<file path="src/rtl/remap_pkg.sv">
package remap_pkg;
  localparam int unsigned DATA_W = 32;
  localparam logic [2:0] SIZE_WORD = 3'b010;
  localparam int unsigned SEL_W    = 3;
  localparam int unsigned SEL_ROM  = 0;
  localparam int unsigned SEL_SRAM = 1;
  localparam int unsigned SEL_DFLT = 2;

  typedef enum logic [1:0] {
    RSP_OKAY = 2'b00,
    RSP_ERR1 = 2'b01,
    RSP_ERR2 = 2'b10
  } rsp_st_e;

  function automatic logic trans_active(input logic [1:0] t);
    return (t == 2'b10) || (t == 2'b11);
  endfunction
endpackage

</file>
<file path="src/rtl/remap_ahb_port.sv">
module remap_ahb_port
  import remap_pkg::*;
#(
  parameter int unsigned REG_AW = 8,
  parameter logic [REG_AW-1:0] REG_OFF = 'h04
) (
  input  logic              clk_i,
  input  logic              rst_ni,
  input  logic              hsel_i,
  input  logic [REG_AW-1:0] haddr_i,
  input  logic [1:0]        htrans_i,
  input  logic              hwrite_i,
  input  logic [2:0]        hsize_i,
  input  logic              hready_i,
  input  logic              remap_i,
  output logic [DATA_W-1:0] hrdata_o,
  output logic              hready_o,
  output logic              hresp_o,
  output logic              wr_req_o
);
  logic    aph_valid, aph_hit, aph_bad, aph_good;
  logic    dph_wr_q, dph_rd_q;
  rsp_st_e st_q, st_d;

  assign aph_valid = hsel_i && hready_i && trans_active(htrans_i);
  assign aph_hit   = (haddr_i == REG_OFF);
  assign aph_bad   = aph_hit && (hsize_i != SIZE_WORD);
  assign aph_good  = aph_hit && !aph_bad;

  always_ff @(posedge clk_i or negedge rst_ni) begin
    if (!rst_ni) begin
      dph_wr_q <= 1'b0;
      dph_rd_q <= 1'b0;
    end else if (aph_valid) begin
      dph_wr_q <= aph_good && hwrite_i;
      dph_rd_q <= aph_good && !hwrite_i;
    end else if (hready_i) begin
      dph_wr_q <= 1'b0;
      dph_rd_q <= 1'b0;
    end
  end

  always_comb begin
    st_d = RSP_OKAY;
    unique case (st_q)
      RSP_ERR1: st_d = RSP_ERR2;
      default:  st_d = (aph_valid && aph_bad) ? RSP_ERR1 : RSP_OKAY;
    endcase
  end

  always_ff @(posedge clk_i or negedge rst_ni) begin
    if (!rst_ni) st_q <= RSP_OKAY;
    else         st_q <= st_d;
  end

  assign hready_o = (st_q != RSP_ERR1);
  assign hresp_o  = (st_q != RSP_OKAY);
  assign hrdata_o = dph_rd_q ? {{(DATA_W-1){1'b0}}, remap_i} : '0;
  assign wr_req_o = dph_wr_q;


  err_shape_chk: assert property (@(posedge clk_i) disable iff (!rst_ni)
    (hresp_o && !hready_o) |=> (hresp_o && hready_o));

  zero_wait_chk: assert property (@(posedge clk_i) disable iff (!rst_ni)
    !hready_o |-> hresp_o);

  err_entry_chk: assert property (@(posedge clk_i) disable iff (!rst_ni)
    $rose(hresp_o) |-> !hready_o);
endmodule

</file>
<file path="src/rtl/remap_state.sv">
module remap_state (
  input  logic clk_i,
  input  logic rst_ni,
  input  logic wr_req_i,
  output logic remap_o
);
  logic lock_q, remap_q;

  // lock gates every write after the first; data is never looked at
  always_ff @(posedge clk_i or negedge rst_ni) begin
    if (!rst_ni) begin
      lock_q  <= 1'b0;
      remap_q <= 1'b0;
    end else if (wr_req_i && !lock_q) begin
      lock_q  <= 1'b1;
      remap_q <= 1'b1;
    end
  end

  assign remap_o = remap_q;


  remap_sticky_chk: assert property (@(posedge clk_i) disable iff (!rst_ni)
    remap_q |=> remap_q);

  remap_set_chk: assert property (@(posedge clk_i) disable iff (!rst_ni)
    wr_req_i |=> remap_q);
endmodule

</file>
<file path="src/rtl/remap_vec_decode.sv">
module remap_vec_decode
  import remap_pkg::*;
#(
  parameter int unsigned ADDR_W   = 32,
  parameter logic [ADDR_W-1:0] VEC_BASE = '0,
  parameter int unsigned VEC_LOG2 = 16
) (
  input  logic              clk_i,
  input  logic              rst_ni,
  input  logic              remap_i,
  input  logic [ADDR_W-1:0] addr_i,
  input  logic [1:0]        htrans_i,
  input  logic              hready_i,
  output logic [SEL_W-1:0]  aph_sel_o,
  output logic [SEL_W-1:0]  dph_sel_o
);
  localparam logic [ADDR_W-1:0] OFS_MASK = ADDR_W'((64'd1 << VEC_LOG2) - 64'd1);
  localparam logic [ADDR_W-1:0] TAG      = VEC_BASE & ~OFS_MASK;

  logic             in_win;
  logic [SEL_W-1:0] dph_q;

  assign in_win = ((addr_i & ~OFS_MASK) == TAG);

  always_comb begin
    aph_sel_o = '0;
    if (trans_active(htrans_i)) begin
      if (!in_win)      aph_sel_o[SEL_DFLT] = 1'b1;
      else if (remap_i) aph_sel_o[SEL_SRAM] = 1'b1;
      else              aph_sel_o[SEL_ROM]  = 1'b1;
    end
  end

  always_ff @(posedge clk_i or negedge rst_ni) begin
    if (!rst_ni)       dph_q <= '0;
    else if (hready_i) dph_q <= aph_sel_o;
  end

  assign dph_sel_o = dph_q;


  sel_onehot_chk: assert property (@(posedge clk_i) disable iff (!rst_ni)
    $onehot0(aph_sel_o));

  sram_needs_remap_chk: assert property (@(posedge clk_i) disable iff (!rst_ni)
    aph_sel_o[SEL_SRAM] |-> remap_i);

  dph_hold_chk: assert property (@(posedge clk_i) disable iff (!rst_ni)
    !hready_i |=> $stable(dph_sel_o));
endmodule

</file>
<file path="src/rtl/boot_remap_ctrl.sv">
module boot_remap_ctrl
  import remap_pkg::*;
#(
  parameter int unsigned REG_AW   = 8,
  parameter int unsigned ADDR_W   = 32,
  parameter logic [ADDR_W-1:0] VEC_BASE = '0,
  parameter int unsigned VEC_LOG2 = 16
) (
  input  logic              clk_i,
  input  logic              rst_ni,
  input  logic              hsel_i,
  input  logic [REG_AW-1:0] haddr_i,
  input  logic [1:0]        htrans_i,
  input  logic              hwrite_i,
  input  logic [2:0]        hsize_i,
  input  logic              hready_i,
  output logic [31:0]       hrdata_o,
  output logic              hready_o,
  output logic              hresp_o,
  output logic              remap_o,
  input  logic [ADDR_W-1:0] vec_addr_i,
  input  logic [1:0]        vec_htrans_i,
  input  logic              vec_hready_i,
  output logic [2:0]        aph_sel_o,
  output logic [2:0]        dph_sel_o
);
  logic wr_req;

  remap_ahb_port #(.REG_AW(REG_AW), .REG_OFF(REG_AW'(4))) u_port (
    .clk_i    (clk_i),
    .rst_ni   (rst_ni),
    .hsel_i   (hsel_i),
    .haddr_i  (haddr_i),
    .htrans_i (htrans_i),
    .hwrite_i (hwrite_i),
    .hsize_i  (hsize_i),
    .hready_i (hready_i),
    .remap_i  (remap_o),
    .hrdata_o (hrdata_o),
    .hready_o (hready_o),
    .hresp_o  (hresp_o),
    .wr_req_o (wr_req)
  );

  remap_state u_state (
    .clk_i    (clk_i),
    .rst_ni   (rst_ni),
    .wr_req_i (wr_req),
    .remap_o  (remap_o)
  );

  remap_vec_decode #(.ADDR_W(ADDR_W), .VEC_BASE(VEC_BASE), .VEC_LOG2(VEC_LOG2)) u_dec (
    .clk_i     (clk_i),
    .rst_ni    (rst_ni),
    .remap_i   (remap_o),
    .addr_i    (vec_addr_i),
    .htrans_i  (vec_htrans_i),
    .hready_i  (vec_hready_i),
    .aph_sel_o (aph_sel_o),
    .dph_sel_o (dph_sel_o)
  );


  err_keeps_state_chk: assert property (@(posedge clk_i) disable iff (!rst_ni)
    hresp_o |=> $stable(remap_o));
endmodule

</file>
<file path="config.mk">
export PLATFORM = sky130hd
export DESIGN_NAME = boot_remap_ctrl
export DESIGN_NICKNAME = d
export VERILOG_FILES = /design/src/rtl/remap_pkg.sv /design/src/rtl/remap_ahb_port.sv /design/src/rtl/remap_state.sv /design/src/rtl/remap_vec_decode.sv /design/src/rtl/boot_remap_ctrl.sv
export SDC_FILE = /design/constraint.sdc
export NUM_CORES = 1
export LEC_CHECK = 0
export BUFFER_PORTS_ARGS = -buffer_cell sky130_fd_sc_hd__buf_4
export CORE_ASPECT_RATIO = 1.2
export CORE_MARGIN = 2
export CORE_UTILIZATION = 29
export CTS_CLUSTER_SIZE = 30
export DETAILED_ROUTE_END_ITERATION = 7
export PLACE_DENSITY = 0.8
export SYNTH_ARGS = -nofsm -noshare
export SYNTH_HDL_FRONTEND = slang
export SYNTH_SLANG_ARGS = --single-unit
</file>
<file path="constraint.sdc">
create_clock -name clk_i -period 0.8 [get_ports clk_i]
set_input_delay 0.04 -clock clk_i [delete_from_list [all_inputs] [get_ports clk_i]]
set_output_delay 0.04 -clock clk_i [all_outputs]
set_load 0.05 [all_outputs]
</file>
Yosys cells after proc, flatten, opt, wreduce, memory -nomap -nowiden
Cells that the tools add are included.

storage, ports and cells
  bits in registers = 8
  bits of input ports = 53
  output and inout port bits = 41
  logic and storage cells = 40

cells by class
  equality and inequality tests = 8
  mux-type cells = 11
  reduce and logical (&&, ||, !) cells = 16

operator list
  operator                                                         number
  32-bit zero test                                                 1
  2-bit == test, second input constant                             4
  8-bit by 3-bit == test with 1-bit output, second input constant  1
  1-bit logical AND                                                8
  1-bit 2-to-1 mux                                                 8
  2-bit 2-to-1 mux                                                 2
  2-bit nonzero test                                               2
  1-bit zero test                                                  3
  3-bit 2-to-1 mux                                                 1
  3-bit by 2-bit != test with 1-bit output, second input constant  1
  2-bit by 1-bit == test with 1-bit output, second input constant  1
  1-bit logical OR                                                 2
  2-bit by 1-bit != test with 1-bit output, second input constant  1

Longest topological paths before layout
Gate-level depths: netlist of run 1.

  depth after elaboration = 6
  depth in mapped cells = 3
  gate-level depth less buffers = 3

Modules after synthesis
Synthesis of run 1 repeated with hierarchy kept, for this count alone.

unflattened totals
  cells, all modules = 75
  area total of the unflattened synthesis = 656.9 um2

modules (own cells, without submodules)
  module            instances  cells each  area an instance (um2)  seq. area each (um2)
  remap_ahb_port    1          53          450.4                   100.1
  remap_vec_decode  1          20          175.2                   75.1
  remap_state       1          2           31.3                    25.0

Worst setup path after synthesis of run 1
Ideal clock, no wire load.

  path kind = register to output
  from = reg u_state.remap_q (netlist: u_state.remap_o)
  to = out aph_sel_o[1]
  arrival time = 1.915 ns
  data required time = 0.760 ns
  setup slack = -1.155 ns
  cell stages (with the launch flop) = 3
  path buffers = 0
  cell sequence = dfrtp_1 > inv_1 > nor3_1

on the way
  word-level cells in the longest chain between the ends = 3

RTL lines
  what                    RTL line                text
  start, declared         remap_state.sv:7        logic lock_q, remap_q;
  start signal, assigned  remap_state.sv:13       remap_q <= 1'b0;
  start signal, assigned  remap_state.sv:16       remap_q <= 1'b1;
  1-bit 2-to-1 mux        remap_vec_decode.sv:29  else if (remap_i) aph_sel_o[SEL_SRAM] = 1'b1;
  2-bit 2-to-1 mux        remap_vec_decode.sv:28  if (!in_win) aph_sel_o[SEL_DFLT] = 1'b1;
  3-bit 2-to-1 mux        remap_vec_decode.sv:27  if (trans_active(htrans_i)) begin
  end, declared           boot_remap_ctrl.sv:24   output logic [2:0] aph_sel_o,

No other way between the ends.

Worst setup path in the final report of run 1
  from = in vec_addr_i[16]
  to = out aph_sel_o[1]

on the way
  word-level cells in the longest chain between the ends = 3

RTL lines
  what              RTL line                text
  start, declared   boot_remap_ctrl.sv:21   input logic [ADDR_W-1:0] vec_addr_i,
  32-bit zero test  remap_vec_decode.sv:23  assign in_win = ((addr_i & ~OFS_MASK) == TAG);
  2-bit 2-to-1 mux  remap_vec_decode.sv:28
  3-bit 2-to-1 mux  remap_vec_decode.sv:27

No other way between the ends.

==> results.toml, run 1 <==
[run_status]
status = "finished with violations"
violations = "setup timing"

[global_route]
antenna_found_initial = 0
grt_pass1_wl_um = 2497
grt-ovfl-total = 0
grt_max_degree = 9
grt_usage_pct = 14.48
grt_pass1_vias = 628

[cts]
cts_tree = "yes"
clkSinkCount = 8
clk_latency_ns = 0.24
root_buffer = "clkbuf_4"
cts_buffer_depth = 2
numCtsBuffers = 3
htreeDepth = 1
clkTransAtPathRegs_ns = 0.05

[cells_and_area]
drive_gt1_share_pct = 56.59
syn2layout_area_growth_pct = 93.85
fillers = 172
antenna_cells = 0
post-route-cell-area_sq_um = 1222
final_nets = 184

[setup_path]
cp_max_fo = 6
worstPathRequired_ns = 0.76
critPathLaunch = "vec_addr_i[16]"
worstSetupEndpointType = "output port"
cp.arrival_ns = 1.13
r2r_start = "u_state.remap_o"
crit_type = "primary input to output port"
startpoint_type = "primary input"

[logic_synthesis]
synth_cell_type_count = 18
seq_area_frac_synth_pct = 31.75
synth_top_area_share_pct = 36.90
ys_ff_latch = 8
synth.cell_area_sq_um = 630.6
synth.largest_area_cell = "buf_4"
synth_area_leaders = "buf_4, dfrtp_1, nor4_1"
netlist_instances = 74
ys_warn_count = 0
syn_avg_cell_area_sq_um = 8.522

[die]
coreArea_sq_um = 2049
initial_core_util_pct = 30.77
floorplan.rows = 18
die_y_um = 55.08
num_io_pins = 94
die-width_um = 46.57
fp.dieArea_sq_um = 2565

[job]
drv_cap = 0

[sta]
whs_ns = 0.07587
period_share_pct = 145.9
slew_violations = 0
timing.fmax_mhz = 857.0
setup_slack_ns = -0.3669
final.setup.tns_ns = -2.397
rsz0062_at_grt = "yes"
finClkSkew_ns = 0.0001162
hold_viol = 0
period_needed_ns = 1.167
setup_viol = 14

[routing]
ant_nets = 0
first_pass_iters = 2
num_vias = 653
drt_iter0_markers = 1
routed_wl_um = 1904
wl_per_cell_um = 11.97
avgViaCountPerCell = 4.107
drc = 0

[power]
p_leak_nw = 0.5868
total_power_mw = 1.399
ir_drop_v = 0.0008267
powerDensity_nw_per_um2 = 1145

[placed_design]
hpwl_um = 1372
portBuffers = 44
routabilityCongestion = 0.6855
dpl-instance-area_sq_um = 973.4

[worst_hold_path]
hold_start = "vec_hready_i"
hp-class = "primary input to flip-flop"
==> where the power goes <==
group	leakage [nW]	switching (mW)	total, mW	internal [mW]
combinational	0.468	0.473	0.681	0.207
clock	0.0138	0.121	0.291	0.171
sequential	0.105	0.0123	0.428	0.415
==> registers in the layout, indices dropped and copies added, names as in the netlist <==
signal and count:
u_port.dph_rd_q 1, u_dec.dph_sel_o 3, u_state.remap_o 1, u_port.wr_req_o 1, u_port.st_q 2
==> worst max-delay path, cell delays in order <==
cell and delay (ns):
buf_4 0.12, nor4_4 0.27, nand4_1 0.17, buf_6 0.18, nor3_4 0.16, buf_6 0.18
==> path summary, 6_finish.rpt <==
path                                 endpoint  slack (ns)  cells after the start
max in group asynchronous  u_dec.dph_sel_o[2]        0.51                      2
min                        u_dec.dph_sel_o[1]        0.08                      2
min reg2reg                   u_state.remap_o        0.46                      2
min in group asynchronous     u_port.wr_req_o        0.15                      2
max                              aph_sel_o[1]       -0.37                      6
max reg2reg                u_dec.dph_sel_o[1]       -0.11                      3
==> logic make-up (layout without fill, tap and decap cells) <==
family / after synthesis / in the layout / synth area share [%]
flops: 8 / 8 / 31.75
buf+inv: 39 / 64 / 41.67
other cells: 1 / 31 / 0.5947
simple gates: 21 / 21 / 19.84
compound gates: 5 / 5 / 6.151
==> layout by cell type, fill, tap and decap left out, drive strengths merged <==
cell	count
conb	31
nor3b	1
nor3	3
nand4b	1
dfrtp	8
o22ai	2
inv	8
nand2	2
nor2	2
o32ai	2
dlygate4sd3	4
a31o	1
and2	1
and4	1
nor2b	2
nand4	2
nor4	5
clkbuf	3
buf	49
or2	1
==> per-stage QoR <==
step / utilization [%] / std cells / worst slack, ns
6_report: 59.65 / 159 / -0.3669
5_1_grt: 59.65 / 159 / -0.4249
4_1_cts: 56.11 / 158 / -0.3011
3_5_place_dp: 47.50 / 148 / -0.3203
3_3_place_gp: 47.50 / 148 / -0.2784
2_1_floorplan: - / 104 / -0.3521
==> Yosys cell counts <==
cell and instances:
nor2b_1 2, dfrtp_1 8, and4_1 1, a31o_2 1, o22ai_1 2, nand2_1 2, inv_1 8, nand4_1 2
and2_2 1, nor3b_1 1, conb_1 1, or2_2 1, o32ai_1 2, nand4b_1 1, nor3_1 3, nor4_1 5
buf_4 31, nor2_1 2
==> area by class of cell <==
| type | count | area (sq um) | share of cell area, % |
|---|---|---|---|
| repair buffers | 53 | 498.0 | 40.74 |
| multi-input cells | 57 | 429.2 | 35.11 |
| clock buffers | 3 | 22.52 | 1.842 |
| flip-flops and latches | 8 | 202.7 | 16.58 |
| well taps | 30 | 37.54 | 3.071 |
| inverters | 8 | 32.53 | 2.661 |
==> per-layer routing <==
layer / up-vias / GRT usage (%) / share of wire [%]
met3: 6 / 5.519 / 14
met1: 286 / 10.76 / 28
li1: 297 / - / -
met4: 0 / 8.095 / 2.7
met5: - / 0 / 0
met2: 64 / 29.63 / 55
==> what timing repair did <==
action,4_1_cts,5_1_grt
hold buffers,4,0
pin swaps,8,6
endpoints found under the setup margin,13,16
gates cloned,0,0
setup buffers,3,2
resized for setup,25,11
hold endpoints to repair,9,0
Power figures use the tool's default switching activity.
==> run 2, diff against run 1 <==
Settings changed: ABC_AREA set to 1, CORE_UTILIZATION 29 to 31.
==> run 2 against run 1 <==
Net effect:
- the run still ends with setup timing left
- via count is 11% higher
- non-clock buffer count is 1 higher
- final area is 0.41% higher
- routed wire length is 9.8% lower
- utilization is 1.0 points lower
- hold slack worse by 0.011 ns
- first-iteration DRC count grew to 6.0 times the previous value
- critical path type is now flip-flop to output port
==> results.toml, run 2 <==
[power]
clockPowerShare_pct = 22.1
power.internal_mw = 0.7671
p_leak_nw = 0.6351
power_switching_mw = 0.5963
powerDensity_nw_per_um2 = 1111
switching_share_pct = 43.74
seqPwrFrac_pct = 31.5
ir_drop_v = 0.0005842
combPwrFrac_pct = 46.4

[run_status]
status = "finished with violations"
violations = "setup timing"

[placed_design]
hpwl_um = 1292
dp_cells = 173
routabilityCongestion = 0.6460
portBuffers = 44

[logic_synthesis]
ys_warn_count = 0
seq_area_frac_synth_pct = 28.67
synth_most_common_cell = "buf_4"
synth_flop_cell = "dfrtp_1"
yosys-top-cells-count = "buf_4, nor2_1, nand2_1, inv_1, dfrtp_1"
syn_avg_cell_area_sq_um = 7.124
synth.largest_area_cell = "buf_4"
ys_ff_latch = 8
synthMuxAreaShare_pct = 0
synth_area_leaders = "buf_4, dfrtp_1, nor2_1"
synth.cell_area_sq_um = 698.2
synthSimpleGateAreaFrac_pct = 30.47
synth_top_family_by_area = "buffers and inverters"
netlist_instances = 98
synth_cell_type_count = 18
async_reset_ff_share_pct = 100.0
synth-edff-count = 0
synth-xor-area-share_pct = 0
synth_top_area_share_pct = 33.33
synth_fa_ha_area_share_pct = 0
synth_compound_area_share_pct = 2.151

[die]
initial_core_util_pct = 33.33
floorplan.rows = 18
die-width_um = 47.32
num_io_pins = 94
coreArea_sq_um = 2095
fp.dieArea_sq_um = 2649
die_y_um = 55.99

[setup_path]
cp_max_fo = 6
slowest_delay_ns = 0.47
worst-path-buf-inv = 2
crit_type = "flip-flop to output port"
rrSetupSlack_ns = -0.11
r2r_start = "u_port.st_q[1]"
startpoint_type = "flip-flop"
worstReg2RegEnd = "u_port.st_q[0]"
cp.arrival_ns = 1.04
cp_top_family = "flip-flops"
worstPathRequired_ns = 0.76
critical-path-slowest-cell = "dfrtp_2"
ff2ff_path_depth = 4
worstSetupEndpointType = "output port"
crit_chain = "nand2_2 > clkinvlp_4 > buf_6"

[routing]
wl_per_cell_um = 9.332
drt_iter0_markers = 6
routed_wl_um = 1717
first_pass_iters = 4
avgViaCountPerCell = 3.957
ant_nets = 0
drc = 0
num_vias = 728

[sta]
whs_ns = 0.06437
hold_viol = 0
period_share_pct = 135.2
timing.fmax_mhz = 924.8
period_needed_ns = 1.081
slew_violations = 0
setup_slack_ns = -0.2813
finClkSkew_ns = 0.001017
rsz0062_at_grt = "yes"
setup_viol = 13

[job]
drv_cap = 0

[cells_and_area]
antenna_cells = 0
final_nets = 209
fillers = 202
largest_register_ff_count = 3
drive_gt1_share_pct = 53.90
fin_cells = 184
syn2layout_area_growth_pct = 75.81
mostFrequentLayoutCells = "conb_1, buf_4, buf_6"

[cts]
numCtsBuffers = 3
clkSinkCount = 8
root_buffer = "clkbuf_4"
clk_latency_ns = 0.25
clkTransAtPathRegs_ns = 0.05
htreeDepth = 1
cts_buffer_depth = 2
cts_tree = "yes"

[global_route]
antenna_found_initial = 0
grt_max_degree = 9
grt_pass1_vias = 623
grt_usage_pct = 11.95
grt-ovfl-total = 0
grt_pass1_wl_um = 2256

[worst_hold_path]
hold_start = "vec_hready_i"
hold_depth = 3
hp-class = "primary input to flip-flop"
hold_end = "u_dec.dph_sel_o[2]"
-- run 2: cell count changes after synthesis, moves of 2 or more --
cell,previous run,this run
nor4_1,5,0
nor3_1,3,1
nor2_1,2,17
nand2_1,2,13
nor2b_1,2,0
o32ai_1,2,0
nand3_1,0,4
o21ai_0,0,2
o22ai_1,2,0
nor2_2,0,2
-- run 2: worst reg2reg max path, cell delays in order (launching register included) --
cell and delay, ns:
dfrtp_1 0.39, nor2_2 0.13, buf_4 0.12, nor3_2 0.03, and2_1 0.14
-- run 2: cell type report --
cell class	count	area, sq um	share of cell area (%)
multi-input cells	80	434.2	35.37
repair buffers	54	493.0	40.16
flip-flops and latches	8	202.7	16.51
well taps	30	37.54	3.058
inverters	9	37.54	3.058
clock buffers	3	22.52	1.835
-- run 2: repair_timing --
item,4_1_cts,5_1_grt
setup buffers,5,1
setup endpoints to repair,13,14
endpoints found under the hold margin,10,0
resized for setup,19,25
gates cloned,0,0
pin swaps,8,11
hold buffers,2,0
-- run 2: how the worst max path moves through the flow --
stage / startpoint / end / slack, ns / cells after the start
floorplan: u_state.remap_o / aph_sel_o[0] / -0.22 / 1
global placement: vec_addr_i[23] / aph_sel_o[0] / -0.19 / 7
detailed placement: vec_addr_i[21] / aph_sel_o[0] / -0.22 / 7
CTS: u_state.remap_o / hrdata_o[0] / -0.28 / 3
global route: u_state.remap_o / hrdata_o[0] / -0.34 / 3
finish: u_state.remap_o / hrdata_o[0] / -0.28 / 3
-- run 2: per-layer routing --
layer  vias up  share of wire (%)  routed length (um)  GRT usage [%]
li1        351                  -                   -              -
met1       315                 34                 589          11.27
met2        58                 51                 868          20.27
met3         4                 13                 225          2.597
met4         0                2.0                  34          9.524
met5         -                  0                   0              0
-- run 2: cells by family after synthesis --
family | after synthesis
and+or+nand+nor | 46
buffers and inverters | 40
DFF | 8
AOI/OAI and AO/OA | 3
other | 1
-- run 2: power groups by stage --
| stage | Clock [mW] | Sequential (mW) | Combinational [mW] |
|---|---|---|---|
| after CTS | 0.317 | 0.428 | 0.591 |
| final | 0.301 | 0.430 | 0.632 |
| after floorplan | 0 | 0.463 | 0.491 |
| after global routing | 0.348 | 0.430 | 0.663 |
| after detailed placement | 0 | 0.433 | 0.564 |
| after global placement | 0 | 0.433 | 0.559 |
-- run 2: through the flow --
| step | setup TNS, ns | setup slack, ns | util [%] | total power, mW | instance area (sq um) |
|---|---|---|---|---|---|
| 2_1_floorplan | -1.166 | -0.2184 | - | 0.9533 | 838.3 |
| 3_3_place_gp | -0.5982 | -0.1874 | 47.19 | 0.9916 | 988.4 |
| 3_5_place_dp | -0.7692 | -0.2180 | 47.19 | 0.9974 | 988.4 |
| 4_1_cts | -1.914 | -0.2833 | 54.24 | 1.336 | 1136 |
| 5_1_grt | -2.469 | -0.3437 | 58.60 | 1.441 | 1227 |
| 6_report | -1.871 | -0.2813 | 58.60 | 1.363 | 1227 |
